$ cat config.mk
export PLATFORM = sky130hd
export DESIGN_NAME = exc_precise_ctrl
export DESIGN_NICKNAME = d
export VERILOG_FILES = /design/src/rtl/exc_pkg.sv /design/src/rtl/exc_arbiter.sv /design/src/rtl/exc_flush_gen.sv /design/src/rtl/exc_state_regs.sv /design/src/rtl/exc_precise_ctrl.sv
export SDC_FILE = /design/constraint.sdc
export NUM_CORES = 1
export LEC_CHECK = 0
export CAP_MARGIN = 10
export CELL_PAD_IN_SITES_DETAIL_PLACEMENT = 1
export CELL_PAD_IN_SITES_GLOBAL_PLACEMENT = 1
export CORE_ASPECT_RATIO = 0.5
export CORE_MARGIN = 2
export CORE_UTILIZATION = 24
export DETAILED_ROUTE_END_ITERATION = 8
export PLACE_DENSITY = 0.87
export SYNTH_ARGS = -nofsm -noshare
export SYNTH_HDL_FRONTEND = slang
export SYNTH_SLANG_ARGS = --single-unit
$ cat constraint.sdc
create_clock -name clk -period 3.1 [get_ports clk]
set_clock_uncertainty 0.15 [all_clocks]
set_input_delay 0.62 -clock clk [delete_from_list [all_inputs] [get_ports clk]]
set_output_delay 0.62 -clock clk [all_outputs]
set_load 0.01 [all_outputs]
$ cat src/rtl/exc_pkg.sv
// Package exc_pkg
// Shared constants and types for the precise exception controller.
// Assumes a five-stage in-order pipeline with stage index 0 at fetch.
package exc_pkg;

    // Stage positions inside the per-stage squash vector
    localparam int STG_FETCH  = 0;
    localparam int STG_DECODE = 1;
    localparam int STG_EXEC   = 2;
    localparam int STG_MEM    = 3;
    localparam int STG_WBACK  = 4;

    // Reason codes placed in cause bits [6:2]
    localparam logic [4:0] CODE_OVERFLOW = 5'd12;
    localparam logic [4:0] CODE_BAD_OP   = 5'd10;

    // Which stage raised the accepted fault
    typedef enum logic [1:0] {
        SRC_NONE = 2'd0,
        SRC_DEC  = 2'd1,
        SRC_EXE  = 2'd2
    } exc_src_e;

endpackage

$ cat src/rtl/exc_arbiter.sv
// Module exc_arbiter
// Chooses which fault report is accepted this cycle. The execute report is
// older in program order, so it wins over the decode report. A set mask
// (the blanking cycle after a trap) rejects both.
// Assumes the reports are valid only for the cycle they are raised in.
module exc_arbiter
    import exc_pkg::*;
#(
    parameter int XLEN = 32
) (
    input  logic            dec_illegal,
    input  logic [XLEN-1:0] dec_pc,
    input  logic            ex_overflow,
    input  logic [XLEN-1:0] ex_pc,
    input  logic            mask,
    output logic            take,
    output exc_src_e        src,
    output logic [XLEN-1:0] fault_pc,
    output logic [4:0]      code
);

    // Priority pick: execute over decode, nothing while masked
    always_comb begin
        take     = 1'b0;
        src      = SRC_NONE;
        fault_pc = '0;
        code     = '0;
        if (!mask) begin
            if (ex_overflow) begin
                take     = 1'b1;
                src      = SRC_EXE;
                fault_pc = ex_pc;
                code     = CODE_OVERFLOW;
            end else if (dec_illegal) begin
                take     = 1'b1;
                src      = SRC_DEC;
                fault_pc = dec_pc;
                code     = CODE_BAD_OP;
            end
        end
    end

endmodule

$ cat src/rtl/exc_flush_gen.sv
// Module exc_flush_gen
// Builds the per-stage squash vector. Every stage from fetch up to and
// including the stage that raised the fault is squashed. Older stages
// keep running so their instructions complete.
// Assumes NSTAGE >= 3 and that stage index grows with instruction age.
module exc_flush_gen
    import exc_pkg::*;
#(
    parameter int NSTAGE = 5
) (
    input  logic              take,
    input  exc_src_e          src,
    output logic [NSTAGE-1:0] flush
);

    int depth;

    // Map the fault source to the oldest stage that must be squashed
    always_comb begin
        case (src)
            SRC_EXE: depth = STG_EXEC;
            SRC_DEC: depth = STG_DECODE;
            default: depth = -1;
        endcase
    end

    // One squash line per stage
    for (genvar s = 0; s < NSTAGE; s++) begin : g_stage
        localparam int IDX = s;
        assign flush[s] = take && (IDX <= depth);
    end

endmodule

$ cat src/rtl/exc_state_regs.sv
// Module exc_state_regs
// Holds the exception-PC and cause registers and the one-cycle blanking
// flag. Both registers load only on the edge that ends an accepted fault.
// Assumes a synchronous active-low reset.
module exc_state_regs #(
    parameter int XLEN = 32
) (
    input  logic            clk,
    input  logic            rst_n,
    input  logic            take,
    input  logic [XLEN-1:0] fault_pc,
    input  logic [4:0]      code,
    output logic [XLEN-1:0] epc,
    output logic [XLEN-1:0] cause,
    output logic            blank
);

    localparam int PAD = XLEN - 7;

    // Capture the fault PC and code on an accepted fault
    always_ff @(posedge clk) begin
        if (!rst_n) begin
            epc   <= '0;
            cause <= '0;
        end else if (take) begin
            epc   <= fault_pc;
            cause <= {{PAD{1'b0}}, code, 2'b00};
        end
    end

    // Reject reports for the single cycle after a trap
    always_ff @(posedge clk) begin
        if (!rst_n) blank <= 1'b0;
        else        blank <= take;
    end

endmodule

$ cat src/rtl/exc_precise_ctrl.sv
// Module exc_precise_ctrl
// Top of the precise exception controller. It accepts at most one fault per
// cycle, squashes the faulting stage and every younger one, redirects fetch
// to the handler vector, and records the fault PC and reason.
// Assumes the pipeline applies stage_flush_o to its stage registers in the
// same cycle, exactly as it does for a branch squash.
module exc_precise_ctrl
    import exc_pkg::*;
#(
    parameter int              XLEN   = 32,
    parameter int              NSTAGE = 5,
    parameter logic [XLEN-1:0] VECTOR = 32'h8000_0180
) (
    input  logic              clk,
    input  logic              rst_n,
    input  logic              dec_illegal_i,
    input  logic [XLEN-1:0]   dec_pc_i,
    input  logic              ex_overflow_i,
    input  logic [XLEN-1:0]   ex_pc_i,
    output logic [NSTAGE-1:0] stage_flush_o,
    output logic              redirect_valid_o,
    output logic [XLEN-1:0]   redirect_pc_o,
    output logic [XLEN-1:0]   epc_o,
    output logic [XLEN-1:0]   cause_o
);

    logic            take;
    logic            blank;
    exc_src_e        src;
    logic [XLEN-1:0] fault_pc;
    logic [4:0]      code;

    exc_arbiter #(.XLEN(XLEN)) u_arb (
        .dec_illegal (dec_illegal_i),
        .dec_pc      (dec_pc_i),
        .ex_overflow (ex_overflow_i),
        .ex_pc       (ex_pc_i),
        .mask        (blank),
        .take        (take),
        .src         (src),
        .fault_pc    (fault_pc),
        .code        (code)
    );

    exc_flush_gen #(.NSTAGE(NSTAGE)) u_flush (
        .take  (take),
        .src   (src),
        .flush (stage_flush_o)
    );

    exc_state_regs #(.XLEN(XLEN)) u_regs (
        .clk      (clk),
        .rst_n    (rst_n),
        .take     (take),
        .fault_pc (fault_pc),
        .code     (code),
        .epc      (epc_o),
        .cause    (cause_o),
        .blank    (blank)
    );

    // Fetch redirect to the fixed handler vector
    assign redirect_valid_o = take;
    assign redirect_pc_o    = take ? VECTOR : '0;

endmodule

Yosys cells after proc, flatten, opt, wreduce, memory -nomap -nowiden
Index checks and enable logic that the tools add are counted.
{"block": "word_totals", "inputBits": 68, "register_bits": 38, "wordCells": 29, "output_inout_bits": 102}
{"block": "op_classes", "reduce_logical": 5, "n_eq_ne": 2, "n_mux": 14, "n_lt_le_gt_ge": 5}
{"operator": "$mux W32", "count": 4}
{"operator": "$le A3 B32 Y1 const A", "count": 2}
{"operator": "$pmux W32 S2", "count": 1}
{"operator": "$le A1 B32 Y1 const A", "count": 1}
{"operator": "$le A2 B32 Y1 const A", "count": 1}
{"operator": "$le A4 B32 Y1 const A", "count": 1}
{"operator": "$mux W5", "count": 2}
{"operator": "$logic_and A1 B1 Y1", "count": 5}
{"operator": "$mux W1", "count": 4}
{"operator": "$mux W2", "count": 2}
{"operator": "$mux W4", "count": 1}
{"operator": "$eq A2 B1 Y1 const B", "count": 1}
{"operator": "$eq A2 B2 Y1 const B", "count": 1}

Logic depth before layout (Yosys ltp)
Gate-level depths: netlist (run 1).
{"block": "depth", "word_depth": 7, "mapped_depth": 5}

Modules after synthesis
Synthesis (run 1) repeated with hierarchy kept, for this count alone.
{"block": "unflattened", "cells_unflattened": 248, "area_unflattened_um2": 2458.6}
{"mod": "exc_state_regs", "cells_each": 149, "area_each_um2": 1640.3, "seq_area_each_um2": 760.7, "instances": 1}
{"mod": "exc_arbiter", "cells_each": 56, "area_each_um2": 504.2, "seq_area_each_um2": 0.0, "instances": 1}
{"mod": "exc_precise_ctrl", "cells_each": 33, "area_each_um2": 244.0, "seq_area_each_um2": 0.0, "instances": 1}
{"mod": "exc_flush_gen", "cells_each": 10, "area_each_um2": 70.1, "seq_area_each_um2": 0.0, "instances": 1}

Least setup slack after synthesis (run 1)
No wires, ideal clock.
{"block": "synth_path", "path_kind": "input to output", "startpoint": "in ex_overflow_i", "endpoint": "out stage_flush_o[1]", "t_required_ns": 2.330, "path_buffers": 2, "stages": 4, "t_arrival_ns": 1.532, "setup_slack_ns": 0.798, "path_cell_list": "o21ai_1 -> clkbuf_1 -> inv_2 -> buf_4"}
{"block": "synth_between", "elab_chain_cells": 6, "elab_cells_between_ends": 9, "classes_between": "order compare: 1; eq/ne: 2; mux: 5; reduce/logical: 1"}
{"element": "start: declaration", "line_no": "exc_precise_ctrl.sv:18", "rtl": "input logic ex_overflow_i,"}
{"element": "$mux W2", "line_no": "exc_arbiter.sv:29", "rtl": "if (ex_overflow) begin"}
{"element": "$mux W2", "line_no": "exc_arbiter.sv:28", "rtl": "if (!mask) begin"}
{"element": "$eq A2 B1 Y1 / $eq A2 B2 Y1 (equally long branches)", "line_no": "exc_flush_gen.sv:20", "rtl": "case (src)"}
{"element": "$pmux W32 S2", "line_no": "exc_flush_gen.sv:20"}
{"element": "$le A2 B32 Y1", "line_no": "exc_flush_gen.sv:30", "rtl": "assign flush[s] = take && (IDX <= depth);"}
{"element": "$logic_and A1 B1 Y1 (*)", "line_no": "exc_flush_gen.sv:30"}
{"element": "end: declaration", "line_no": "exc_precise_ctrl.sv:20", "rtl": "output logic [NSTAGE-1:0] stage_flush_o,"}
Mark *: on every way between the ends. The rest lies on a longest branch, timed or not.

Worst setup path in the final report (run 1)
{"block": "layout_path", "startpoint": "in ex_overflow_i", "endpoint": "out redirect_pc_o[31]"}
{"block": "layout_between", "elab_chain_cells": 3}
{"element": "$mux W1", "line_no": "exc_arbiter.sv:29"}
{"element": "$mux W1", "line_no": "exc_arbiter.sv:28"}
{"element": "$mux W32", "line_no": "exc_precise_ctrl.sv:64", "rtl": "assign redirect_pc_o = take ? VECTOR : '0;"}
{"element": "end: declaration", "line_no": "exc_precise_ctrl.sv:22", "rtl": "output logic [XLEN-1:0] redirect_pc_o,"}
Every way passes these cells.

==> summary.md, run 1 <==
| Metric | Value |
|---|---|
| Longest Clk Path Bufs | 2 |
| Post-CTS resize count | 0 |
| Routed WL per cell | ~14 µm |
| Clk slew on worst S/H paths | approximately 0.05 ns |
| Worst-margin pin slew | 0.646 ns |
| Commonest cells after routing, fill and taps aside | 108 x clkdlybuf4s50_1, 60 x conb_1, 36 x dfxtp_1 |
| Max-cap violations | 0 |
| Critical Path Fanout Max | 5 |
| DRC violations left | 0 |
| Int Pwr | around 0.0010 W |
| Setup Crit Path Kind | in -> out |
| Share of layout cells above drive strength 1 | between 15 and 20% |
| Die area | 9770 µm² |
| Yosys warning total | 0 |
| CP max stage delay | about 0.5 ns |
| Setup_tns | 0 ns |
| CP max-delay cell | clkdlybuf4s50_1 |
| TritonCTS buffer count | 5 |
| Global-route wire length before repair | roughly 9 mm |
| Dominant cell type by area after synthesis | dfxtp_1 |
| Critical Path Source Type | primary input |
| Initial core utilization | between 20% and 30% |
| Clock latency on the worst-skew pair | between 0.2 and 0.3 ns |
| Post-Synth Adder-Cell Area | 0% |
| GP Congestion | about 0.75 |
| Layout overhead on the synthesized area | 49.2% |
| Placed Area | a little over 3000 µm² |
| Die X | approximately 140 µm |
| Yosys reg bits | 36 |
| Vias | ~1,800 |
| Row count | 24 |
| Setup violators final | 0 |
| Nets | about 400 |
| Mux cell area share after synthesis | 0% |
| Netlist cell types | 19 |
| Vias in the first global route | 1,809 |
| NetSw | between 0.0004 and 0.0005 W |
| Synth Area per Inst | approximately 9.5 µm² |
| Max-slew headroom | between 50% and 60% |
| Clk network pwr share | approximately a third |
| Core area | ~8700 µm² |
| CTS tree | done |
| Final Instance Area | about 3200 µm² |
| Top-area cell type share of the netlist area | between 30% and 40% |
| Post-synthesis instance total | approximately 230 |
| CP dominant cell by count | clkdlybuf4s50_1 |
| Status | finished, final reports clean |
| H-tree depth | 2 |
| Power Total | about 0.0014 W |
| Clk sink count | 36 |
| Synth area leaders | dfxtp_1 34%, buf_4 22%, o221ai_2 21%, a21oi_1 7.9%, inv_1 6.1% |
| Compound-Gate Fraction of Synth Area | between 30% and 40% |
| Grt ovf | 0 |
| RSZ-0062 raised after global routing | no |
| Hold_buf cts | 0 |
| Critical Path AT | around 2.0 ns |
| Initial antenna violation count | 0 |
| Pre-Repair DR Iteration Count | 4 |
| Fmax achieved | 364 MHz |
| Clk Tree Root Cell | clkbuf_16 |
| Largest family of logic cells by synthesized area | buffers and inverters |
| IO Pins | 170 |
| Largest net degree at the start of global routing | 34 |
| Power share of the sequential group | between 30% and 40% |
| DRT antenna net count | 0 |
| Maximum VDD drop | 229 µV |
| Tot GR Track Use | 12.0% |
| Iteration-0 DRC Markers | 53 |
| Sw frac | approximately 28% |
| CP cell instances | clkdlybuf4s50_1, o21ai_2, inv_2, clkdlybuf4s50_1 |
| WP data required | approximately 2.3 ns |
| Synth Area in Simple Gates | 1.11% |
| Pleak | between 1 and 1.5 nW |
| Pwr dens | approximately 450 nW/µm² |
| Postcts setup bufs | 0 |
| Endpoint type of the worst setup path | primary output |
| Register area share after synthesis | ~34% |
| Tcrit/Tclk final | between 80 and 90% |
| # diodes | 0 |
| Via density | 3.95 |
| Final count of pins violating max slew | 0 |
| Die height | roughly 71 µm |
| Buffers on Ports | around 110 |
| Final hold vios | 0 |
| DP HPWL | 4.75 mm |
| Commonest non-fill, non-tap cell in the layout | clkdlybuf4s50_1 |
| Worst hold path class | reg -> reg |
| Mapped Area | between 2000 and 2500 µm² |
| Part of the power in combinational logic | between 20 and 30% |
| Drt total wl | 6.07 mm |
| Xor and xnor fraction of the mapped netlist area | 0% |
| Final min period | between 2 and 3 ns |
-- cell usage after synthesis (all sizes together) --
cell / n
o221ai: 32
or3b: 1
conb: 1
nand2b: 1
nor2: 1
buf: 75
a21oi: 34
inv: 38
nor3: 1
o21a: 1
dfxtp: 36
clkbuf: 4
o21ai: 2
-- worst max-delay path: cells and delay by family --
| kind | cells | cell delay [ns] |
|---|---|---|
| compound gates | 1 | 0.29 |
| buf+inv | 3 | 1.06 |
-- through the flow --
stage	setup slack, ns	utilization [%]	hold WS [ns]	cells
final	0.354	36.8	0.291	446
after global routing	0.288	36.8	0.315	446
after CTS	0.330	36.8	0.295	446
after detailed placement	0.335	35.1	0.286	438
after global placement	0.363	35.1	0.281	438
after floorplan	0.798	-	0.317	286
-- final timing paths --
check | cells past startpoint | from | slack [ns] | end
max | 4 | ex_overflow_i | 0.35 | redirect_pc_o[31]
min | 2 | u_regs.epc[6] | 0.29 | u_regs.epc[6]
max reg2reg | 4 | u_regs.blank | 1.38 | u_regs.epc[26]
min reg2reg | 2 | u_regs.epc[6] | 0.29 | u_regs.epc[6]
-- cell type report --
class	count	area, µm²
Timing Repair Buffer	114	1140
Sequential cell	36	721
Tap cell	117	146
Multi-Input combinational cell	133	911
Clock buffer	6	139
Clock inverter	2	10.0
Inverter	38	143
Fill cell	1021	5500
-- registers in the layout, summed over array words and instances (netlist names) --
name / flops
u_regs.epc: 32
u_regs.cause: 3
u_regs.blank: 1
-- cells by family after synthesis --
logic type | after synthesis
buffers and inverters | 117
AOI/OAI and AO/OA | 69
DFF | 36
and+or+nand+nor | 4
other | 1
-- per-layer routing --
metal | vias to the layer above | part of all wire, % | global-route usage (%)
li1 | 851 | - | -
met1 | 858 | 36 | 12.9
met2 | 50 | 59 | 24.4
met3 | 2 | 4.7 | 2.51
met4 | 0 | 0.35 | 1.93
met5 | - | 0 | 0
-- power by group through the flow --
stage	clock, W	sequential (W)	combinational, W
after floorplan	0	0.000560	0.000224
after global placement	0	0.000537	0.000399
after detailed placement	0	0.000540	0.000407
after CTS	0.000524	0.000530	0.000409
after global routing	0.000546	0.000535	0.000437
final	0.000507	0.000529	0.000404
Power figures use the tool's default switching activity.
==> run 2: changes to the inputs <==
--- a/config.mk
+++ b/config.mk
@@ -10,9 +10,9 @@
 export CELL_PAD_IN_SITES_GLOBAL_PLACEMENT = 1
 export CORE_ASPECT_RATIO = 0.5
 export CORE_MARGIN = 2
-export CORE_UTILIZATION = 24
+export CORE_UTILIZATION = 23
 export DETAILED_ROUTE_END_ITERATION = 8
-export PLACE_DENSITY = 0.87
+export PLACE_DENSITY = 0.84
 export SYNTH_ARGS = -nofsm -noshare
 export SYNTH_HDL_FRONTEND = slang
 export SYNTH_SLANG_ARGS = --single-unit
==> constraint.sdc (replaced) <==
create_clock -name clk -period 2.8 [get_ports clk]
set_clock_uncertainty 0.15 [all_clocks]
set_input_delay 0.56 -clock clk [delete_from_list [all_inputs] [get_ports clk]]
set_output_delay 0.56 -clock clk [all_outputs]
set_load 0.01 [all_outputs]
==> summary.md, run 2 (synthesis results as in run 1) <==
| Metric | Value |
|---|---|
| Commonest cells after routing, fill and taps aside | 108 x clkdlybuf4s50_1, 60 x conb_1, 36 x dfxtp_1 |
| Max-cap violations | 0 |
| CTS tree | done |
| Power Total | 0.00167 W |
| Layout overhead on the synthesized area | 50.2% |
| Largest net degree at the start of global routing | 34 |
| Status | finished, final reports clean |
| Final min period | approximately 2.6 ns |
| RSZ-0062 raised after global routing | no |
| Critical Path Fanout Max | 5 |
| Place WS | between 0.15 and 0.2 ns |
| DRT antenna net count | 0 |
| Setup violators final | 0 |
| Die height | between 70 and 80 µm |
| Via density | roughly 4 |
| Longest Clk Path Bufs | 2 |
| Worst-margin pin slew | around 0.57 ns |
| DRC violations left | 0 |
| GP Congestion | between 0.6 and 0.7 |
| Fmax achieved | 385 MHz |
| Critical Path AT | approximately 1.9 ns |
| IO Pins | between 150 and 200 |
| # diodes | 0 |
| H-tree depth | 2 |
| Initial core utilization | between 20% and 30% |
| Tot GR Track Use | 11.7% |
| Clock latency on the worst-skew pair | around 0.27 ns |
| Buffers on Ports | about 110 |
| Fill count | roughly 1,000 |
| Iteration-0 DRC Markers | 42 |
| Critical Path Source Type | primary input |
| Grt ovf | 0 |
| R2R Setup Slk | between 1 and 1.5 ns |
| Die area | roughly 10,000 µm² |
| Postcts setup bufs | 0 |
| Final hold vios | 0 |
| WP data required | roughly 2.1 ns |
| Setup_tns | 0 ns |
| PnR worst setup slack | about 0.20 ns |
| Worst hold path class | reg -> reg |
| Routed WL per cell | between 10 and 15 µm |
| Hold_buf cts | 0 |
| Pre-Repair DR Iteration Count | 4 |
| Cells after DPL | 439 |
| Maximum VDD drop | ~230 µV |
| Layout Cells excl Fill | ~450 |
| Tcrit/Tclk final | 92.9% |
| Max reg flops | 32 |
| Clk slew on worst S/H paths | ~0.05 ns |
| TritonCTS buffer count | 5 |
| Vias in the first global route | 1,851 |
| Post-CTS resize count | 0 |
| Global-route wire length before repair | 9.43 mm |
| Vias | 1,771 |
| Top flop regs | u_regs.epc: 32 flops, u_regs.cause: 3 flops, u_regs.blank: 1 flops |
| Die X | roughly 140 µm |
| Max-slew headroom | around 62% |
| Commonest non-fill, non-tap cell in the layout | clkdlybuf4s50_1 |
| Drt total wl | 6.30 mm |
| DP HPWL | between 4 and 5 mm |
| Share of layout cells above drive strength 1 | ~15% |
| Pleak | roughly 1.3 nW |
| Core area | 8890 µm² |
| Pwr dens | 518 nW/µm² |
| Endpoint type of the worst setup path | primary output |
| Initial antenna violation count | 0 |
| Clk Tree Root Cell | clkbuf_16 |
| Row count | 24 |
| Final count of pins violating max slew | 0 |
| Setup Crit Path Kind | in -> out |
| Largest register by flop count | u_regs.epc |
| Clk sink count | 36 |
| Nets | a little under 400 |
[run 2: cell count changes in the layout (fill, tap and decap cells not counted), sizes merged]
cell and delta:
clkbuf -1, bufinv +1, clkinv -1, clkinvlp +1
buf +1
[run 2: metrics by stage]
step | hold slack (ns) | cell area (µm²) | utilization, %
4_1_cts | 0.296 | 3230 | 36.3
3_3_place_gp | 0.280 | 3060 | 34.4
6_report | 0.293 | 3230 | 36.3
2_1_floorplan | 0.317 | 2370 | -
5_1_grt | 0.310 | 3230 | 36.3
3_5_place_dp | 0.287 | 3060 | 34.4
[run 2: worst paths after layout]
kind,cells after the start,start,endpoint
setup / recovery,4,ex_overflow_i,redirect_pc_o[7]
hold / removal,2,u_regs.epc[0],u_regs.epc[0]
setup reg to reg,4,u_regs.blank,u_regs.epc[9]
hold reg to reg,2,u_regs.epc[0],u_regs.epc[0]
[run 2: critical path: stages]
cell	delay (ns)
clkdlybuf4s50_1	0.50
o21ai_4	0.25
inv_2	0.09
clkdlybuf4s50_1	0.49
[run 2: power by group]
part           leakage (nW)  internal, W  switching, W  total, W
clock network        0.0798     0.000418      0.000217  0.000635
logic                 0.886     0.000234      0.000214  0.000448
registers             0.300     0.000562     0.0000243  0.000587
[run 2: layer usage]
| layer | GRT usage (%) | vias up | part of all wire (%) |
|---|---|---|---|
| met5 | 0 | - | 0 |
| met4 | 2.89 | 0 | 1.1 |
| met3 | 2.77 | 6 | 4.7 |
| met2 | 23.3 | 54 | 57 |
| met1 | 12.8 | 856 | 37 |
| li1 | - | 855 | - |
[run 2: area by class of cell]
type	count	area, µm²	area share [%]
Timing Repair Buffer	115	1130	35.1
Multi-Input combinational cell	133	918	28.5
Sequential cell	36	721	22.3
Tap cell	117	146	4.54
Inverter	38	143	4.42
Clock buffer	5	125	3.88
Clock inverter	3	42.5	1.32
==> run 3: changes to the inputs <==
--- a/config.mk
+++ b/config.mk
@@ -13,6 +13,8 @@
 export CORE_UTILIZATION = 23
 export DETAILED_ROUTE_END_ITERATION = 8
 export PLACE_DENSITY = 0.84
+export REMOVE_ABC_BUFFERS = 1
+export SLEW_MARGIN = 20
 export SYNTH_ARGS = -nofsm -noshare
 export SYNTH_HDL_FRONTEND = slang
 export SYNTH_SLANG_ARGS = --single-unit
==> summary.md, run 3 (synthesis results as in run 1) <==
| Metric | Value |
|---|---|
| Status | finished, final reports clean |
| Grt ovf | 0 |
| Clock latency on the worst-skew pair | ~0.27 ns |
| Post-CTS resize count | 0 |
| Via density | approximately 3.9 |
| Max-cap violations | 0 |
| Row count | 24 |
| GP Congestion | 0.749 |
| Maximum VDD drop | around 220 µV |
| Initial antenna violation count | 0 |
| Final count of pins violating max slew | 0 |
| Critical Path Source Type | primary input |
| Worst hold path class | reg -> reg |
| Layout Cells excl Fill | ~450 |
| WP data required | 2.09 ns |
| Fin util | 36.2% |
| FF-to-FF path depth | 4 |
| Buffers on Ports | 109 |
| Commonest cells after routing, fill and taps aside | 108 x clkdlybuf4s50_1, 60 x conb_1, 36 x dfxtp_1 |
| Clk slew on worst S/H paths | 0.05 ns |
| Max-slew headroom | roughly three fifths |
| Fill count | between 1,000 and 1,500 |
| Pwr dens | approximately 500 nW/µm² |
| Critical Path Fanout Max | 5 |
| Drt total wl | ~6.6 mm |
| Setup crit start | ex_overflow_i |
| Core area | slightly below 9000 µm² |
| RSZ-0062 raised after global routing | no |
| Fmax achieved | 370 MHz |
| Longest Clk Path Bufs | 2 |
| Die area | 10,200 µm² |
| Tot GR Track Use | roughly an eighth |
| Endpoint type of the worst setup path | primary output |
| Cells after DPL | between 400 and 500 |
| IO Pins | between 150 and 200 |
| Nets | about 400 |
| Vias | about 1,700 |
| H-tree depth | 2 |
| Final hold vios | 0 |
| Worst R2R End | u_regs.epc[12] |
| DP HPWL | ~5.0 mm |
| Commonest non-fill, non-tap cell in the layout | clkdlybuf4s50_1 |
| Placed Area | 3060 µm² |
| Routed wl met3 | between 200 and 250 µm |
| Iteration-0 DRC Markers | 66 |
| Vias in the first global route | 1,844 |
| RR Startpoint | u_regs.blank |
| Max reg flops | 32 |
| Post-route met1 wirelength | 2.37 mm |
| Share of layout cells above drive strength 1 | 15.2% |
| DRC violations left | 0 |
| Initial core utilization | between 20% and 30% |
| Largest register by flop count | u_regs.epc |
| TritonCTS buffer count | 5 |
| R2R Setup Slk | about 1.1 ns |
| Largest net degree at the start of global routing | 34 |
| Postcts setup bufs | 0 |
| Critical Path AT | 1.99 ns |
| Crit path capture | redirect_pc_o[31] |
| Final min period | around 2.7 ns |
| Clk Tree Root Cell | clkbuf_16 |
| Setup violators final | 0 |
| Tcrit/Tclk final | 96.5% |
| # diodes | 0 |
| Pleak | 1.27 nW |
| Worst-margin pin slew | 0.582 ns |
| Setup Crit Path Kind | in -> out |
| Layout overhead on the synthesized area | 49.7% |
| Pre-Repair DR Iteration Count | 3 |
| Final Instance Area | approximately 3200 µm² |
| Top sig layer | met4 |
| Power Total | 0.00161 W |
| Routed WL per cell | approximately 15 µm |
| DRT antenna net count | 0 |
| Clk sink count | 36 |
| Global-route wire length before repair | ~10 mm |
| Die X | around 140 µm |
| CTS tree | done |
| Routed length on met2 | about 3.8 mm |
| Hold_buf cts | 0 |
| Top flop regs | u_regs.epc: 32 flops, u_regs.cause: 3 flops, u_regs.blank: 1 flops |
| Die height | about 72 µm |
-- run 3: cell types whose count changed in the layout (fill, tap and decap cells not counted) --
cell        delta
clkinvlp_4     -1
clkinv_2       -1
bufinv_16      -1
o21ai_4        -1
o21ai_2        +1
clkbuf_8       +2
buf_4          -1
buf_12         +1
-- run 3: layout make-up --
type	instances	area (µm²)	area share, %
clock buffer	7	153	4.75
tap	117	146	4.55
sequential	36	721	22.4
timing repair buffer	115	1140	35.6
inverter	38	143	4.43
multi-input combinational	133	911	28.3
-- run 3: worst min path at each step --
| stage | start | to | slack [ns] | cells past startpoint |
|---|---|---|---|---|
| 4_1_cts | u_regs.epc[27] | u_regs.epc[27] | 0.29 | 2 |
| 3_3_place_gp | u_regs.epc[4] | u_regs.epc[4] | 0.28 | 2 |
| 5_1_grt | u_regs.epc[24] | u_regs.epc[24] | 0.31 | 2 |
| 2_1_floorplan | u_regs.epc[0] | u_regs.epc[0] | 0.32 | 2 |
| 6_report | u_regs.epc[27] | u_regs.epc[27] | 0.29 | 2 |
| 3_5_place_dp | u_regs.epc[29] | u_regs.epc[29] | 0.28 | 2 |
-- run 3: power breakdown --
part	internal (W)	switching, W
Combinational	0.000236	0.000218
Clock	0.000373	0.000197
Sequential	0.000563	0.0000248
-- run 3: stage by stage --
stage                     hold slack (ns)  setup TNS, ns  setup WS (ns)
final                               0.291              0         0.0993
after global routing                0.310              0         0.0226
after CTS                           0.294              0         0.0828
after detailed placement            0.285              0         0.0884
after global placement              0.279              0          0.117
after floorplan                     0.316         -0.114        -0.0285
-- run 3: critical path, cell delays in order --
cell and delay [ns]:
clkdlybuf4s50_1 0.53, o21ai_2 0.10, buf_4 0.17, inv_2 0.09, clkdlybuf4s50_1 0.54
-- run 3: routing by layer --
metal	global-route usage, %	up-vias
met1	12.6	820
met2	25.6	48
met5	0	-
li1	-	852
met3	2.64	10
met4	4.56	0
